### src/rtl/dfilt_pkg.sv
package dfilt_pkg;
  // one counter action is chosen per tick
  typedef enum logic [2:0] {
    ACT_HOLD    = 3'd0,
    ACT_UP      = 3'd1,
    ACT_DOWN    = 3'd2,
    ACT_LOAD_LO = 3'd3,
    ACT_LOAD_HI = 3'd4
  } cnt_act_e;
endpackage

### src/rtl/dfilt_edge.sv
module dfilt_edge (
  input  logic clk,
  input  logic rst_n,
  input  logic lvl_i,
  output logic chg_o
);
  logic last_q;

  always_ff @(posedge clk or negedge rst_n) begin
    if (!rst_n) last_q <= 1'b0;
    else        last_q <= lvl_i;
  end

  assign chg_o = lvl_i ^ last_q;
endmodule

### src/rtl/dfilt_ctrl.sv
module dfilt_ctrl
  import dfilt_pkg::*;
(
  input  logic     lvl_i,
  input  logic     chg_i,
  input  logic     filt_i,
  output cnt_act_e act_o
);
  always_comb begin
    act_o = ACT_HOLD;
    unique case ({chg_i, lvl_i, filt_i})
      3'b000: act_o = ACT_HOLD;
      3'b011: act_o = ACT_HOLD;
      3'b010: act_o = ACT_UP;
      3'b001: act_o = ACT_DOWN;
      3'b110: act_o = ACT_LOAD_LO;
      3'b101: act_o = ACT_LOAD_HI;
      3'b100: act_o = ACT_UP;    // jitter while low
      3'b111: act_o = ACT_DOWN;  // jitter while high
      default: act_o = ACT_HOLD;
    endcase
  end
endmodule

### src/rtl/dfilt_count.sv
module dfilt_count
  import dfilt_pkg::*;
#(
  parameter int DW = 8,
  localparam int CW = DW + 1
) (
  input  logic          clk,
  input  logic          rst_n,
  input  cnt_act_e      act_i,
  input  logic [DW-1:0] delay_i,
  output logic [CW-1:0] cnt_o
);
  localparam logic [CW-1:0] CNT_MAX = {CW{1'b1}};

  logic [CW-1:0] cnt_q, cnt_d;

  always_comb begin
    cnt_d = cnt_q;
    case (act_i)
      ACT_UP:      cnt_d = (cnt_q == CNT_MAX) ? cnt_q : cnt_q + 1'b1;
      ACT_DOWN:    cnt_d = (cnt_q == '0) ? cnt_q : cnt_q - 1'b1;
      ACT_LOAD_LO: cnt_d = '0;
      ACT_LOAD_HI: cnt_d = {delay_i, 1'b0};
      default:     cnt_d = cnt_q;
    endcase
  end

  always_ff @(posedge clk or negedge rst_n) begin
    if (!rst_n) cnt_q <= '0;
    else        cnt_q <= cnt_d;
  end

  assign cnt_o = cnt_q;


  load_lo_chk: assert property (@(posedge clk) disable iff (!rst_n)
    (act_i == ACT_LOAD_LO) |=> (cnt_q == '0));

  load_hi_chk: assert property (@(posedge clk) disable iff (!rst_n)
    (act_i == ACT_LOAD_HI) |=> (cnt_q == {$past(delay_i), 1'b0}));

  no_underflow_chk: assert property (@(posedge clk) disable iff (!rst_n)
    (act_i == ACT_DOWN && cnt_q == '0) |=> (cnt_q == '0));
endmodule

### src/rtl/integ_delay_filter.sv
module integ_delay_filter
  import dfilt_pkg::*;
#(
  parameter int DW = 8
) (
  input  logic          clk,
  input  logic          rst_n,
  input  logic [DW-1:0] delay_i,
  input  logic          din_i,
  output logic          dout_o
);
  localparam int CW = DW + 1;

  logic          chg;
  cnt_act_e      act;
  logic [CW-1:0] cnt;

  dfilt_edge u_edge (
    .clk   (clk),
    .rst_n (rst_n),
    .lvl_i (din_i),
    .chg_o (chg)
  );

  dfilt_ctrl u_ctrl (
    .lvl_i  (din_i),
    .chg_i  (chg),
    .filt_i (dout_o),
    .act_o  (act)
  );

  dfilt_count #(.DW(DW)) u_cnt (
    .clk     (clk),
    .rst_n   (rst_n),
    .act_i   (act),
    .delay_i (delay_i),
    .cnt_o   (cnt)
  );

  assign dout_o = (cnt >= {1'b0, delay_i});


  zero_delay_high_chk: assert property (@(posedge clk) disable iff (!rst_n)
    (delay_i == '0) |-> dout_o);

  quiet_hold_chk: assert property (@(posedge clk) disable iff (!rst_n)
    (!chg && din_i == dout_o) |=> (!$stable(delay_i) || $stable(dout_o)));
endmodule

### config.mk
export PLATFORM = sky130hd
export DESIGN_NAME = integ_delay_filter
export DESIGN_NICKNAME = d
export VERILOG_FILES = /design/src/rtl/dfilt_pkg.sv /design/src/rtl/dfilt_edge.sv /design/src/rtl/dfilt_ctrl.sv /design/src/rtl/dfilt_count.sv /design/src/rtl/integ_delay_filter.sv
export SDC_FILE = /design/constraint.sdc
export NUM_CORES = 1
export LEC_CHECK = 0
export ABC_CLOCK_PERIOD_IN_PS = 3240
export BUFFER_PORTS_ARGS = -buffer_cell sky130_fd_sc_hd__buf_2
export CORE_MARGIN = 3
export CORE_UTILIZATION = 52
export DETAILED_ROUTE_END_ITERATION = 12
export GPL_TIMING_DRIVEN = 0
export PLACE_DENSITY = 0.75
export REMOVE_ABC_BUFFERS = 1
export SYNTH_ARGS = -nofsm -noshare
export SYNTH_HDL_FRONTEND = slang
export SYNTH_SLANG_ARGS = --single-unit
### constraint.sdc
create_clock -name clk -period 3.24 [get_ports clk]
set_input_delay 0.162 -clock clk [delete_from_list [all_inputs] [get_ports clk]]
set_output_delay 0.162 -clock clk [all_outputs]
set_load 0.1 [all_outputs]
* Yosys cells after proc, flatten, opt, wreduce, memory -nomap -nowiden
Memory sizes are Yosys's and may differ from the RTL's. Cells that the tools add are included.
Operators by class: add/subtract/negate cells 2, $lt $le $gt $ge 1, equal/unequal tests 7, muxes and demuxes 3, bitwise logic cells 1, reductions and logical operators 3
Operators by type and width (count):
- $pmux W9 S4 | 1
- $mux W9 | 2
- $add A9 B1 Y9 const B | 1
- $eq A9 B9 Y1 const B | 1
- $ge A9 B8 Y1 | 1
- $logic_not A9 Y1 | 1
- $sub A9 B1 Y9 const B | 1
- $eq A3 B2 Y1 const B | 2
- $ne A2 B2 Y1 const B | 2
- $reduce_bool A4 Y1 | 1
- $eq A3 B1 Y1 const B | 1
- $eq A3 B3 Y1 const B | 1
- $reduce_and A3 Y1 | 1
- $xor A1 B1 Y1 | 1
Word-level totals: flip-flop bits (word level) 10, bits in read-only memories 24, bits of input ports 11, output and inout port bits 1, word-level logic and storage cells 20, memories kept 1
Memory list:
- (no name shown) | depth 8, bits a word 3, rd ports 1, clocked after memory_dff 0, write ports 0, RTL line dfilt_ctrl.sv:11 | unique case ({chg_i, lvl_i, filt_i})

* Logic depth before layout (Yosys ltp)
Gate-level depths: netlist of the first run. An unclocked memory read counts as a cell.
depth in word-level cells 5, gate-level depth with buffers 14, gate-level depth less buffers 14

* By module
From an unflattened synthesis of the first run, not the netlist that was laid out.
Unflattened totals: cell total of the unflattened synthesis 137, area total of the unflattened synthesis 1086.0 µm²
By module, submodules not included:
- dfilt_count | instances 1, cells each 100, area each 827.0 µm², sequential area each 225.2 µm²
- integ_delay_filter | instances 1, cells each 29, area each 196.4 µm², sequential area each 0.0 µm²
- dfilt_edge | instances 1, cells each 2, area each 33.8 µm², sequential area each 25.0 µm²
- dfilt_ctrl | instances 1, cells each 6, area each 28.8 µm², sequential area each 0.0 µm²

* Worst setup path before layout of the first run
No wires, ideal clock.
kind register -> register, from reg u_cnt.cnt_q[4], in the netlist u_cnt.cnt_o[4], to reg u_cnt.cnt_q[8], in the netlist u_cnt.cnt_o[8], arrival time 3.048 ns, data required time 3.102 ns, slack 0.054 ns, cell stages (with the launch flop) 13, buffers on the path 0, clock period less this slack 3.186 ns, cell sequence dfrtp_1 ha_1 a21o_1 a2111oi_4 a21oi_2 fa_1 a21o_1 a21oi_1 nand2b_1 a31oi_1 a32o_1 o31ai_1 o211ai_1
Between the ends: longest elaborated chain between the ends 5
RTL lines:
- start, declared | RTL line dfilt_count.sv:15 | logic [CW-1:0] cnt_q, cnt_d;
- start signal, assigned | RTL line dfilt_count.sv:30 | else cnt_q <= cnt_d;
- $ge A9 B8 Y1 | RTL line integ_delay_filter.sv:40 | assign dout_o = (cnt >= {1'b0, delay_i});
- $mem_v2 Z8 W3
- $eq A3 B2 Y1, or another cell as far along | RTL line dfilt_count.sv:19 | case (act_i)
- $ne A2 B2 Y1 (no line) or $reduce_bool A4 Y1 (tied branches)
- $reduce_and A3 Y1 (no line)
Several ways; a longest one is shown, not always the timed one. The select of a mux whose other input is x is not followed. A chain may end at the register's enable or synchronous reset.

* Worst setup path in the final report of the first run
Same ends and word-level chain as after synthesis.

==> impl_metrics.env, run 1 <==
export IMPL_row_count=15
export IMPL_synth_top_family_by_area="compound AO/OA/AOI/OAI gates"
export IMPL_grt_ovfl_total=0
export IMPL_worstHoldPathCells=1
export IMPL_hold_slack_ps=90.63
export IMPL_reg2reg_depth=12
export IMPL_grt_pass1_vias=912
export IMPL_synth_main_ff_cell="dfrtp_1"
export IMPL_place_gp_congestion=0.7973
export IMPL_setup_viol=0
export IMPL_worst_slew_margin_rel_pct=44.46
export IMPL_antenna_found_initial=0
export IMPL_finalSetupTns_ps=0
export IMPL_cp_required_ps=3400
export IMPL_synthXorXnorAreaFrac_pct=3.252
export IMPL_slew_violations=0
export IMPL_crit_arrival_ps=3380
export IMPL_worst_hold_path_type="input pin to flop"
export IMPL_synth_compound_area_share_pct=28.57
export IMPL_fin_nets=177
export IMPL_synth_simple_gate_area_share_pct=16.96
export IMPL_crit_path_cell_trace="ha_4 -> a21o_1 -> a2111oi_4 -> a21oi_4 -> fa_2 -> a21o_1 -> a21oi_2 -> nand2b_4 -> a31oi_4 -> a32o_1 -> o31ai_1 -> o211ai_1"
export IMPL_syn_avg_cell_area_um2=8.688
export IMPL_cts_tree="yes"
export IMPL_fin_worst_skew_ps=6.048
export IMPL_layout_commonest_cell="ha_1"
export IMPL_avgViaCountPerCell=6.034
export IMPL_synth_async_sr_flop_share_pct=100.0
export IMPL_root_buffer="clkbuf_4"
export IMPL_slowest_stage="a2111oi_4"
export IMPL_swShare_pct=49.09
export IMPL_power_leakage_uw=0.0006271
export IMPL_ir_drop_v=0.0007050
export IMPL_drt_antenna_violating_nets=0
export IMPL_worstSetupEndpointType="flop"
export IMPL_period_share_pct=99.54
export IMPL_min_period_ps=3225
export IMPL_grt_total_usage_pct=22.32
export IMPL_synthesis_area_um2=1077
export IMPL_seq_area_um2=251.5
export IMPL_max_clock_path_buffers=2
export IMPL_synth_mux_area_share_pct=2.091
export IMPL_synth_top_area_share_pct=23.23
export IMPL_postLayoutCellArea_um2=1345
export IMPL_synth_edf_count=0
export IMPL_ys_ff_latch=10
export IMPL_design_core_area_um2=1839
export IMPL_multiInputGateArea_um2=818.3
export IMPL_power_density_nw_per_um2=1229
export IMPL_timing_final_ws_setup_ps=14.78
export IMPL_seq_area_frac_synth_pct=23.23
export IMPL_synth_adder_area_share_pct=19.28
export IMPL_p_total_uw=1652
export IMPL_cp_start_kind="flop"
export IMPL_rsz0062_at_grt="true"
export IMPL_grt_start_max_net_pins=17
export IMPL_placed_area_um2=1137
export IMPL_synth_area_leader_cell="dfrtp_1"
export IMPL_ioPinCount=12
export IMPL_diodes=0
export IMPL_pwr_share_seq_pct=15.4
export IMPL_hpwl_um=1830
export IMPL_ys_types=41
export IMPL_max_stage_delay_ps=440
export IMPL_ys_warnings_count=0
export IMPL_drc=0
export IMPL_pre_cts_ws_ps=-345.6
export IMPL_dr_pass1_iters=4
export IMPL_syn_to_final_growth_pct=24.85
export IMPL_die_h_um=51.52
export IMPL_crit_fanout=4
export IMPL_path_class="flop to flop"
export IMPL_synth_area_top_cells="dfrtp_1 (23%), ha_1 (17%), a21oi_1 (5.6%)"
export IMPL_fp_dieW_um=51.52
export IMPL_tritoncts_num_buffers=3
export IMPL_routed_wl_um=3000
export IMPL_hold_viol=0
export IMPL_start_util_pct=58.57
export IMPL_drtIter0Drc=56
export IMPL_syn_inst=124
export IMPL_port_buffers=11
export IMPL_final_cell_mix="ha_1 (14), buf_4 (13), nor2_1 (12), buf_2 (11)"
export IMPL_cap_viol_max_count=0
export IMPL_die_area_um2=2654
export IMPL_num_vias=1050
export IMPL_combPwrFrac_pct=77.3
export IMPL_htreeDepth=1
export IMPL_switchingPower_uw=811.2
export IMPL_wl_per_cell_um=17.24
export IMPL_drive_above_1_share_pct=30.87
export IMPL_power_frac_clock_pct=7.2
export IMPL_crit_top_cell="a21o_1"
export IMPL_clock_latency_ps=290
export IMPL_clkSlewWorstSetupHoldPaths_ps=70
export IMPL_clock_sinks=10
export IMPL_p_int_uw=841.3
export IMPL_status="finished clean"
export IMPL_fmax_mhz=310.1
export IMPL_grt_pass1_wl_um=4284
export IMPL_worstMarginPinSlew_ps=831.4
export IMPL_nFillCells=146
synthesized netlist by cell type (all sizes together) (2+ instances only):
cell type,n
ha,15
a21oi,14
inv,12
nor2,12
dfrtp,10
o21ai,7
a22oi,5
nor2b,4
a21o,3
buf,3
nand2,3
nand2b,3
nor4,3
a211oi,2
a21boi,2
and2,2
nand3,2
nor3,2
o2bb2ai,2
xnor2,2
xor2,2
final timing paths:
kind	start	to	slack [ps]
worst max-delay path	u_cnt.cnt_o[4]	u_cnt.cnt_o[8]	10
worst min-delay path	din_i	u_edge.last_q	90
worst max register to register	u_cnt.cnt_o[4]	u_cnt.cnt_o[8]	10
worst min register to register	u_cnt.cnt_o[2]	u_cnt.cnt_o[2]	640
max in group asynchronous	rst_n	u_cnt.cnt_o[0]	2750
min in group asynchronous	rst_n	u_cnt.cnt_o[8]	270
sequential cells by signal, summed over array words and instances, names as in the netlist:
| signal | count |
|---|---|
| u_cnt.cnt_o | 9 |
| u_edge.last_q | 1 |
worst max-delay path: cells and delay by family, from the launching register on:
family / cells / cell delay [ps]
AO/OA/AOI/OAI: 9 / 1880
adder cells (fa/ha/maj): 2 / 650
flip-flops: 1 / 410
AND/OR/NAND/NOR: 1 / 170
final cells by class:
type                       count  area share (%)
multi-input combinational     98           60.84
timing repair buffer          25           12.09
inverter                      12           3.349
sequential                    10           18.70
tap                           25           2.326
clock buffer                   4           2.698
per-layer routing:
metal | GRT usage (%) | vias to the layer above | part of all wire, %
met1 | 28.26 | 493 | 42
met2 | 36.65 | 37 | 50
met3 | 4.011 | 6 | 5.1
li1 | - | 514 | -
met4 | 10.48 | 0 | 2.0
met5 | 0 | - | 0
metrics by stage:
step           utilization, %  std cells
2_1_floorplan               -        120
3_3_place_gp            61.84        156
3_5_place_dp            61.84        156
4_1_cts                 68.50        168
5_1_grt                 73.13        174
6_report                73.13        174
repair_timing:
| action | in CTS | in global routing |
|---|---|---|
| pin swaps | 2 | 11 |
| endpoints found under the hold margin | 10 | 0 |
| gates resized for setup | 4 | 10 |
| setup buffers | 7 | 6 |
| endpoints found under the setup margin | 4 | 3 |
| hold buffers | 1 | 0 |
power by group through the flow:
stage          Sequential (µW)  Clock (µW)  Combinational, µW
2_1_floorplan              253           0                790
3_3_place_gp               277           0                914
3_5_place_dp               278           0                952
4_1_cts                    259         119               1080
5_1_grt                    262         125               1400
6_report                   255         120               1280
cell families (layout without fill, tap and decap cells):
group                      Yosys count  after routing
muxes                                1              1
DFF                                 10             10
and+or+nand+nor                     34             34
buffers and inverters               16             41
AOI/OAI and AO/OA                   43             43
xor gates and xnor gates             4              4
adders and majority gates           16             16
No activity file was read; power rests on OpenSTA's default activity.
==> run 2, diff against run 1 <==
--- a/config.mk
+++ b/config.mk
@@ -8,10 +8,10 @@
 export ABC_CLOCK_PERIOD_IN_PS = 3240
 export BUFFER_PORTS_ARGS = -buffer_cell sky130_fd_sc_hd__buf_2
 export CORE_MARGIN = 3
-export CORE_UTILIZATION = 52
+export CORE_UTILIZATION = 50
 export DETAILED_ROUTE_END_ITERATION = 12
 export GPL_TIMING_DRIVEN = 0
-export PLACE_DENSITY = 0.75
+export PLACE_DENSITY = 0.72
 export REMOVE_ABC_BUFFERS = 1
 export SYNTH_ARGS = -nofsm -noshare
 export SYNTH_HDL_FRONTEND = slang
==> impl_metrics.env, run 2 (synthesis gave the netlist of run 1 again) <==
export IMPL_root_buffer="clkbuf_4"
export IMPL_fmax_mhz=321.2
export IMPL_hpwl_um=1935
export IMPL_worst_hold_path_type="input pin to flop"
export IMPL_ioPinCount=12
export IMPL_grt_start_max_net_pins=17
export IMPL_grt_total_usage_pct=20.89
export IMPL_final_cell_mix="nor2_1 (12), ha_1 (12), buf_2 (11), buf_4 (11)"
export IMPL_dp_cells=158
export IMPL_slew_violations=0
export IMPL_syn_to_final_growth_pct=28.46
export IMPL_status="finished clean"
export IMPL_routed_wl_um=2721
export IMPL_pwr_share_seq_pct=15.8
export IMPL_setup_viol=0
export IMPL_diodes=0
export IMPL_drt_antenna_violating_nets=0
export IMPL_drive_above_1_share_pct=34.46
export IMPL_htreeDepth=1
export IMPL_die_area_um2=2747
export IMPL_worstSetupEndpointType="flop"
export IMPL_p_int_uw=872.7
export IMPL_grt_pass1_vias=968
export IMPL_crit_fanout=4
export IMPL_combPwrFrac_pct=77.2
export IMPL_cts_tree="yes"
export IMPL_clock_latency_ps=280
export IMPL_drtIter0Drc=29
export IMPL_design_core_area_um2=2002
export IMPL_power_density_nw_per_um2=1212
export IMPL_clkSlewWorstSetupHoldPaths_ps=80
export IMPL_port_buffers=11
export IMPL_wl_per_cell_um=15.55
export IMPL_ir_drop_v=0.0007815
export IMPL_final_cells=175
export IMPL_postLayoutCoreUtil_pct=69.13
export IMPL_worstMarginPinSlew_ps=715.1
export IMPL_worstHoldStart="din_i"
export IMPL_dr_pass1_iters=4
export IMPL_fin_worst_skew_ps=10.05
export IMPL_worst_slew_margin_rel_pct=52.22
export IMPL_start_util_pct=53.81
export IMPL_drc=0
export IMPL_clock_sinks=10
export IMPL_critPathLaunch="u_cnt.cnt_o[4]"
export IMPL_grt_pass1_wl_um=4160
export IMPL_crit_arrival_ps=3270
export IMPL_hold_viol=0
export IMPL_avgViaCountPerCell=6.051
export IMPL_power_leakage_uw=0.0006234
export IMPL_antenna_found_initial=0
export IMPL_largest_register_ffs=9
export IMPL_fin_nets=176
export IMPL_min_period_ps=3113
export IMPL_power_frac_clock_pct=7.1
export IMPL_hold_slack_ps=102.6
export IMPL_period_share_pct=96.09
export IMPL_max_clock_path_buffers=2
export IMPL_swShare_pct=47.99
export IMPL_grt_ovfl_total=0
export IMPL_die_h_um=52.42
export IMPL_num_vias=1059
export IMPL_cp_required_ps=3400
export IMPL_cp_start_kind="flop"
export IMPL_rsz0062_at_grt="true"
export IMPL_path_class="flop to flop"
export IMPL_row_count=16
export IMPL_nFillCells=154
export IMPL_r2r_start="u_cnt.cnt_o[4]"
export IMPL_cap_viol_max_count=0
export IMPL_switchingPower_uw=805.2
export IMPL_place_gp_congestion=0.7683
export IMPL_tritoncts_num_buffers=3
export IMPL_fp_dieW_um=52.42
## run 2: area by class of cell
class                           instances  area [µm²]  area share [%]
Multi-Input combinational cell         98       857.1           61.93
Sequential cell                        10       252.7           18.26
Timing Repair Buffer                   24       158.9           11.48
Inverter                               12       45.04           3.255
Clock buffer                            4       36.28           2.622
Tap cell                               27       33.78           2.441
## run 2: worst paths after layout
check                      cells after the start  slack (ps)        endpoint
setup / recovery                              12         130  u_cnt.cnt_o[8]
hold / removal                                 1         100   u_edge.last_q
setup reg to reg                              12         130  u_cnt.cnt_o[8]
hold reg to reg                                1         590  u_cnt.cnt_o[0]
max in group asynchronous                      2        2730  u_cnt.cnt_o[0]
min in group asynchronous                      2         270  u_cnt.cnt_o[3]
## run 2: stage by stage
stage	total power (µW)	area [µm²]	setup WS [ps]	setup TNS, ps
after floorplan	1043	1051	54.23	0
after global placement	1201	1140	-250.0	-304.4
after detailed placement	1249	1140	-344.5	-659.7
after CTS	1478	1262	11.54	0
after global routing	1822	1384	-10.23	-12.47
final	1678	1384	126.7	0
## run 2: per-layer routing
layer | track usage [%] | vias to the layer above | part of all wire, %
met1 | 23.94 | 508 | 42
met3 | 6.268 | 8 | 5.5
li1 | - | 505 | -
met5 | 0 | - | 0
met4 | 3.830 | 0 | 1.7
met2 | 38.02 | 38 | 51
## run 2: worst max-delay path: stages (launching register included)
cell and delay [ps]:
dfrtp_1 410, ha_4 230, a21o_1 180, a2111oi_4 440, a21oi_4 150, fa_2 420, a21o_1 190, a21oi_2 140
nand2b_4 160, a31oi_4 110, a32o_1 250, o31ai_2 170, o211ai_1 120
## run 2: timing repair
item / 4_1_cts / 5_1_grt
hold buffers: 1 / 0
gates resized for setup: 4 / 17
endpoints found under the hold margin: 10 / 0
pin swaps: 2 / 11
setup buffers: 7 / 5
endpoints found under the setup margin: 4 / 3
## run 2: power groups by stage
stage          registers (µW)  clock network [µW]  logic, µW
3_5_place_dp              282                   0        967
2_1_floorplan             253                   0        790
4_1_cts                   263                 119       1100
6_report                  265                 119       1290
3_3_place_gp              279                   0        923
5_1_grt                   272                 127       1420
